File: src/rtl/tsblend_pkg.sv
package tsblend_pkg;
  typedef enum logic [1:0] {
    ELEM_B8  = 2'd0,
    ELEM_B16 = 2'd1,
    ELEM_B32 = 2'd2
  } elem_w_e;

  // strobes from control to datapath, one per control state that acts
  typedef struct packed {
    logic fetch;
    logic latchImm;
    logic rd;
    logic wr;
  } strobe_t;
endpackage

File: src/rtl/tsblend_ctrl.sv
module tsblend_ctrl
  import tsblend_pkg::*;
#(
  parameter int LANES = 128,
  parameter int CNT_W = 8,
  localparam int LANE_W = $clog2(LANES)
) (
  input  logic                    clk,
  input  logic                    rstN,
  input  logic                    start,
  input  logic                    usePtr,
  input  logic [LANE_W:0]         laneCount,
  input  logic [2:0][CNT_W-1:0]   elemCount,
  output strobe_t                 stb,
  output logic [LANE_W-1:0]       lane,
  output logic [2:0][CNT_W-1:0]   idx,
  output logic                    busy,
  output logic                    done
);
  typedef enum logic [2:0] {S_IDLE, S_FETCH, S_LOAD, S_READ, S_WRITE} state_e;
  state_e state;

  logic [2:0] lastIdx;
  logic       lastLane;

  for (genvar d = 0; d < 3; d++) begin : gLast
    assign lastIdx[d] = (idx[d] == elemCount[d] - 1'b1);
  end
  assign lastLane = ({1'b0, lane} == laneCount - 1'b1);

  always_ff @(posedge clk or negedge rstN) begin
    if (!rstN) begin
      state <= S_IDLE;
      lane  <= '0;
      idx   <= '0;
      done  <= 1'b0;
    end else begin
      done <= 1'b0;
      unique case (state)
        S_IDLE: if (start) begin
          lane  <= '0;
          idx   <= '0;
          state <= usePtr ? S_FETCH : S_READ;
        end
        S_FETCH: state <= S_LOAD;
        S_LOAD:  state <= S_READ;
        S_READ:  state <= S_WRITE;
        S_WRITE: begin
          state <= S_READ;
          if (!lastIdx[0]) idx[0] <= idx[0] + 1'b1;
          else begin
            idx[0] <= '0;
            if (!lastIdx[1]) idx[1] <= idx[1] + 1'b1;
            else begin
              idx[1] <= '0;
              if (!lastIdx[2]) idx[2] <= idx[2] + 1'b1;
              else begin
                idx[2] <= '0;
                if (lastLane) begin
                  state <= S_IDLE;
                  done  <= 1'b1;
                end else begin
                  lane  <= lane + 1'b1;
                  state <= usePtr ? S_FETCH : S_READ;
                end
              end
            end
          end
        end
        default: state <= S_IDLE;
      endcase
    end
  end

  assign stb.fetch    = (state == S_FETCH);
  assign stb.latchImm = (state == S_LOAD);
  assign stb.rd       = (state == S_READ);
  assign stb.wr       = (state == S_WRITE);
  assign busy         = (state != S_IDLE);
endmodule

File: src/rtl/tsblend_dp.sv
module tsblend_dp
  import tsblend_pkg::*;
#(
  parameter int ADDR_W = 16,
  parameter int STEP_W = 16,
  parameter int CNT_W  = 8,
  localparam int OFF_W = STEP_W + CNT_W + 4
) (
  input  logic                   clk,
  input  logic                   rstN,
  input  strobe_t                stb,
  input  logic [1:0]             widthSel,
  input  logic                   reversePred,
  input  logic                   predFromPtr,
  input  logic                   scalarFromPtr,
  input  logic [31:0]            predImm,
  input  logic [31:0]            scalarImm,
  input  logic [ADDR_W-1:0]      srcBase,
  input  logic [2:0][STEP_W-1:0] srcStep,
  input  logic [ADDR_W-1:0]      dstBase,
  input  logic [2:0][STEP_W-1:0] dstStep,
  input  logic [2:0][CNT_W-1:0]  idx,
  input  logic [31:0]            fetchPred,
  input  logic [31:0]            fetchScalar,
  input  logic [31:0]            rdData,
  output logic                   rdEn,
  output logic                   wrEn,
  output logic                   fetchEn,
  output logic [ADDR_W-1:0]      rdAddr,
  output logic [ADDR_W-1:0]      wrAddr,
  output logic [31:0]            wrData,
  output logic [3:0]             wrStrb
);
  logic [31:0] predReg, scalarReg;
  logic [31:0] widthMask, scalarSel;
  logic [3:0]  strbVal;
  logic [1:0]  byteShift;
  logic        predTrue;

  function automatic logic [ADDR_W-1:0] patAddr(
    input logic [ADDR_W-1:0]      base,
    input logic [2:0][STEP_W-1:0] st,
    input logic [2:0][CNT_W-1:0]  ix,
    input logic [1:0]             sh
  );
    logic signed [OFF_W-1:0] acc;
    acc = '0;
    for (int d = 0; d < 3; d++)
      acc = acc + OFF_W'($signed({1'b0, ix[d]})) * OFF_W'($signed(st[d]));
    acc = acc <<< sh;
    return base + acc[ADDR_W-1:0];
  endfunction

  always_comb begin
    unique case (elem_w_e'(widthSel))
      ELEM_B8:  begin widthMask = 32'h0000_00FF; strbVal = 4'b0001; byteShift = 2'd0; end
      ELEM_B16: begin widthMask = 32'h0000_FFFF; strbVal = 4'b0011; byteShift = 2'd1; end
      default:  begin widthMask = 32'hFFFF_FFFF; strbVal = 4'b1111; byteShift = 2'd2; end
    endcase
  end

  always_ff @(posedge clk or negedge rstN) begin
    if (!rstN) begin
      predReg   <= '0;
      scalarReg <= '0;
    end else if (stb.latchImm) begin
      predReg   <= fetchPred;
      scalarReg <= fetchScalar;
    end
  end

  assign predTrue  = predFromPtr ? (predReg != '0) : (predImm != '0);
  assign scalarSel = scalarFromPtr ? scalarReg : scalarImm;

  assign rdAddr  = patAddr(srcBase, srcStep, idx, byteShift);
  assign wrAddr  = patAddr(dstBase, dstStep, idx, byteShift);
  assign wrData  = ((predTrue ^ reversePred) ? rdData : scalarSel) & widthMask;
  assign wrStrb  = stb.wr ? strbVal : 4'b0000;
  assign rdEn    = stb.rd;
  assign wrEn    = stb.wr;
  assign fetchEn = stb.fetch;
endmodule

File: src/rtl/tsblend_engine.sv
module tsblend_engine
  import tsblend_pkg::*;
#(
  parameter int LANES  = 128,
  parameter int ADDR_W = 16,
  parameter int STEP_W = 16,
  parameter int CNT_W  = 8,
  localparam int LANE_W = $clog2(LANES)
) (
  input  logic                   clk,
  input  logic                   rstN,
  input  logic                   start,
  output logic                   busy,
  output logic                   done,
  input  logic [1:0]             widthSel,
  input  logic                   reversePred,
  input  logic                   predFromPtr,
  input  logic                   scalarFromPtr,
  input  logic [31:0]            predImm,
  input  logic [31:0]            scalarImm,
  input  logic [LANE_W:0]        laneCount,
  input  logic [2:0][CNT_W-1:0]  elemCount,
  input  logic [ADDR_W-1:0]      srcBase,
  input  logic [2:0][STEP_W-1:0] srcStep,
  input  logic [ADDR_W-1:0]      dstBase,
  input  logic [2:0][STEP_W-1:0] dstStep,
  output logic                   rdEn,
  output logic [LANE_W-1:0]      rdLane,
  output logic [ADDR_W-1:0]      rdAddr,
  input  logic [31:0]            rdData,
  output logic                   wrEn,
  output logic [LANE_W-1:0]      wrLane,
  output logic [ADDR_W-1:0]      wrAddr,
  output logic [31:0]            wrData,
  output logic [3:0]             wrStrb,
  output logic                   fetchEn,
  output logic [LANE_W-1:0]      fetchLane,
  input  logic [31:0]            fetchPred,
  input  logic [31:0]            fetchScalar
);
  strobe_t                stb;
  logic [LANE_W-1:0]      lane;
  logic [2:0][CNT_W-1:0]  idx;

  tsblend_ctrl #(.LANES(LANES), .CNT_W(CNT_W)) uCtrl (
    .clk(clk), .rstN(rstN), .start(start),
    .usePtr(predFromPtr | scalarFromPtr),
    .laneCount(laneCount), .elemCount(elemCount),
    .stb(stb), .lane(lane), .idx(idx), .busy(busy), .done(done)
  );

  tsblend_dp #(.ADDR_W(ADDR_W), .STEP_W(STEP_W), .CNT_W(CNT_W)) uDp (
    .clk(clk), .rstN(rstN), .stb(stb), .widthSel(widthSel),
    .reversePred(reversePred), .predFromPtr(predFromPtr),
    .scalarFromPtr(scalarFromPtr), .predImm(predImm), .scalarImm(scalarImm),
    .srcBase(srcBase), .srcStep(srcStep), .dstBase(dstBase), .dstStep(dstStep),
    .idx(idx), .fetchPred(fetchPred), .fetchScalar(fetchScalar), .rdData(rdData),
    .rdEn(rdEn), .wrEn(wrEn), .fetchEn(fetchEn),
    .rdAddr(rdAddr), .wrAddr(wrAddr), .wrData(wrData), .wrStrb(wrStrb)
  );

  assign rdLane    = lane;
  assign wrLane    = lane;
  assign fetchLane = lane;
endmodule

File: config.mk
export PLATFORM = sky130hd
export DESIGN_NAME = tsblend_engine
export DESIGN_NICKNAME = d
export VERILOG_FILES = /design/src/rtl/tsblend_pkg.sv /design/src/rtl/tsblend_ctrl.sv /design/src/rtl/tsblend_dp.sv /design/src/rtl/tsblend_engine.sv
export SDC_FILE = /design/constraint.sdc
export NUM_CORES = 2
export LEC_CHECK = 0
export ABC_AREA = 1
export BUFFER_PORTS_ARGS = -buffer_cell sky130_fd_sc_hd__clkbuf_2
export CORE_UTILIZATION = 65
export CTS_CLUSTER_SIZE = 30
export DETAILED_ROUTE_END_ITERATION = 10
export PLACE_DENSITY = 0.91
export SETUP_SLACK_MARGIN = 0.2
export SLEW_MARGIN = 10
export SYNTH_ARGS = -nofsm -noshare
export SYNTH_HDL_FRONTEND = slang
export SYNTH_HIERARCHICAL = 1
export SYNTH_SLANG_ARGS = --single-unit
File: constraint.sdc
create_clock -name clk -period 20.6 [get_ports clk]
set_input_delay 0 -clock clk [delete_from_list [all_inputs] [get_ports clk]]
set_output_delay 0 -clock clk [all_outputs]
set_load 0.01 [all_outputs]
==> metrics.md <==
| Metric | Value |
|---|---|
| Min Clock Period, post-route | `8480 ps` |
| First-pass GRT wire length | `128 mm` |
| Slew headroom | `0.201` |
| Via/cell ratio | `5.38` |
| I/O Buffers | `421` |
| Initial DRC Count | `2,205` |
| Initial Utilization | `0.658` |
| Synth unique cells | `51` |
| Mapped Avg Cell Area | `6.95 sq um` |
| Clock group share of total power | `0.041` |
| CP max stage cell | `dfrtp_1` |
| Post-Syn Nets | `5,058` |
| Xor-xnor portion of the synthesized cell area | `0.0437` |
| NetSw | `2.48 mW` |
| Routed wire length | `78.9 mm` |
| Post-synth ARST share | `1.00` |
| Tcrit/Tclk final | `0.411` |
| CTS tree | `done` |
| Sum Neg Setup Slack | `0 ps` |
| Routed Antenna Nets | `0` |
| Critical Path Most Common Cell | `inv_1` |
| GRT Util Overall | `0.362` |
| Rows | `76` |
| Net Sw Frac | `0.577` |
| Root Buffer | `clkbuf_16` |
| VDD IR-drop max | `0.383 mV` |
| Final Instance Area | `31,500 sq um` |
| GR Util met2 | `0.596` |
| Cell Area, Placed | `30,500 sq um` |
| Min Hold Slack | `195 ps` |
| Clk Latency, worst-skew pair | `360 ps` |
| Compound-Gate Fraction of Synth Area | `0.0735` |
| Critical Path RT | `20,600 ps` |
| CTS Sinks | `99` |
| Hold Path Class | `input port to asynchronous set/reset pin` |
| Htree depth | `3` |
| CP startpoint | `uCtrl/idx[18]$_DFFE_PN0P_` |
| Comb power frac | `0.883` |
| Worst Setup Start Kind | `flip-flop` |
| Peak Freq | `0.118 GHz` |
| WS Path Type | `flip-flop to output pin` |
| CORE AREA | `43,100 sq um` |
| Total power density per cell area | `136 nW/um^2` |
| Clk buf depth | `2` |
| Overflow left after global routing | `0` |
| Die area | `44,400 sq um` |
| Synth warn | `6` |
| GR Util met1 | `0.446` |
| Largest stage delay, worst path | `780 ps` |
| Slew @ Worst Pin | `1190 ps` |
| Sequential area share after synthesis | `0.0874` |
| DR pass1 iterations | `7` |
| DP HPWL | `62.9 mm` |
| Internal power | `1.82 mW` |
| CTS Buf Count | `9` |
| Met3 Use GR | `0.0498` |
| IO Count | `422` |
| Leak | `19.3 nW` |
| Clk slew on worst S/H paths | `80 ps` |
| Fin. max-slew vios | `0` |
| Area growth, synth to finish | `11.0%` |
| Critical Path AT | `8480 ps` |
| Critical path endpoint category | `output pin` |
| Status | `completed` |
| Synthesized instance count | `4,080` |
| Post-CTS setup buffer count | `0` |
| Final #Nets | `5,394` |
| Die W | `211 um` |
| Mapped cell area | `28,300 sq um` |
| Via count | `26,938` |
| Total chip power | `4.29 mW` |
| Sequential power share | `0.076` |
| Fillcell total | `3,166` |
| #FFs+latches synth | `99` |
| Initial antenna violation count | `9` |
| Number of global-route vias before repair | `26,804` |
| Clk_skew | `12.3 ps` |
| GPL Wtd Cong | `0.978` |
| Largest net degree at the start of global routing | `129` |
| # setup viols final | `0` |
| Max FO, Critical Path | `18` |
| Max Cap Violations | `0` |
| Reg-to-Reg Start | `uCtrl/idx[14]$_DFFE_PN0P_` |
| WL/cell | `15.8 um` |
| Commonest non-fill, non-tap cell in the layout | `nand2_1` |
| Die H | `211 um` |
| Layout cells sized above 1 | `0.118` |
| Count of final hold-check violations | `0` |
| Post-synthesis mux area share | `0` |
| Ys flop type | `dfrtp_1` |
| EDFF count, synth | `0` |
| Largest family of logic cells by synthesized area | `adder cells` |
| GR peak layer | `met2` |
| Simple-Gate Fraction of Synth Area | `0.217` |
| Synth Area in Adders | `0.399` |
| Most frequent cells in the layout | `nand2_1, inv_1, fa_1` |
| RSZ-0062 raised after global routing | `no` |
| Residual DRC count | `0` |
==> flip-flops by register name (all words and copies together), names as in the netlist <==
register / count
uCtrl/idx: 24
uCtrl/done: 1
uDp/predReg: 32
uDp/scalarReg: 32
uCtrl/state: 3
uCtrl/lane: 7
==> synthesized netlist by cell type, types with 10 or more instances <==
master | count | share of area
xnor2_1 | 45 | 0.014
a21oi_1 | 111 | 0.020
dfrtp_1 | 99 | 0.087
nor4_1 | 13 | 0.0029
nand2_1 | 1168 | 0.15
nor2_1 | 125 | 0.017
o21ai_0 | 163 | 0.029
xor2_1 | 89 | 0.028
buf_4 | 24 | 0.0064
nand3_1 | 117 | 0.021
inv_1 | 1113 | 0.15
fa_1 | 422 | 0.30
buf_2 | 31 | 0.0055
inv_2 | 10 | 0.0013
nand3b_1 | 11 | 0.0029
clkbuf_2 | 17 | 0.0030
o221ai_1 | 16 | 0.0049
ha_1 | 228 | 0.10
a21o_1 | 10 | 0.0026
clkbuf_1 | 98 | 0.013
o22ai_1 | 11 | 0.0024
nor3_1 | 13 | 0.0023
o21ai_1 | 20 | 0.0035
nand2_2 | 15 | 0.0033
nand4_1 | 23 | 0.0051
==> layer usage <==
| metal | routed length, um | up-vias |
|---|---|---|
| li1 | - | 12557 |
| met1 | 29900 | 12671 |
| met2 | 36900 | 1384 |
| met3 | 6470 | 320 |
| met4 | 5700 | 6 |
| met5 | 34 | - |
==> power by group through the flow <==
stage / clock (mW) / combinational, mW / sequential, mW
after global routing: 0.185 / 4.27 / 0.332
after detailed placement: 0 / 3.69 / 0.323
after global placement: 0 / 3.57 / 0.318
final: 0.176 / 3.79 / 0.325
after CTS: 0.178 / 3.72 / 0.319
after floorplan: 0 / 2.76 / 0.298
==> kinds of logic (layout without fill, tap and decap cells) <==
group / Yosys count / after routing
simple gates: 1514 / 1514
buf+inv: 1309 / 1650
fa+ha+maj: 650 / 650
compound gates: 370 / 370
xor+xnor: 138 / 138
flops: 99 / 99
other cells: 0 / 5
==> stage by stage <==
step | worst slack (ps) | util | cells
2_1_floorplan | 13330 | - | 4080
3_3_place_gp | 12930 | 0.708 | 4924
3_5_place_dp | 12650 | 0.708 | 4924
4_1_cts | 12230 | 0.730 | 5006
5_1_grt | 11640 | 0.730 | 5010
6_report | 12120 | 0.731 | 5011
==> what timing repair did <==
item | in CTS | in global routing
endpoints found under the hold margin | 115 | 0
gates resized for setup | 0 | 0
hold buffers | 66 | 0
endpoints found under the setup margin | 0 | 0
==> worst paths after layout <==
path	endpoint	slack (ps)	depth (start not counted)
min reg2reg	uDp/scalarReg[5]$_DFFE_PN0P_	530	2
max in group asynchronous	uCtrl/idx[19]$_DFFE_PN0P_	19250	3
min	uDp/predReg[0]$_DFFE_PN0P_	190	2
max	wrAddr[15]	12120	36
max reg2reg	uCtrl/lane[0]$_DFFE_PN0P_	17700	11
min in group clk	uCtrl/state[1]$_DFFE_PN0P_	230	6
==> final cells by class <==
| cell class | instances | area [sq um] | area share |
|---|---|---|---|
| inverter | 1127 | 4230 | 0.134 |
| multi-input combinational | 2672 | 20800 | 0.660 |
| timing repair buffer | 507 | 2920 | 0.0928 |
| antenna | 5 | 12.5 | 0.000398 |
| clock buffer | 9 | 225 | 0.00716 |
| clock inverter | 7 | 91.3 | 0.00290 |
| sequential | 99 | 2480 | 0.0787 |
| tap | 585 | 732 | 0.0233 |
==> critical path: cells and delay by family (launching register included) <==
kind	cells	cell delay, ps
AOI/OAI and AO/OA	9	1370
xor gates and xnor gates	2	430
adders and majority gates	9	4120
buffers and inverters	10	990
DFF	1	780
and+or+nand+nor	6	410
(Power assumes the default switching activity.)
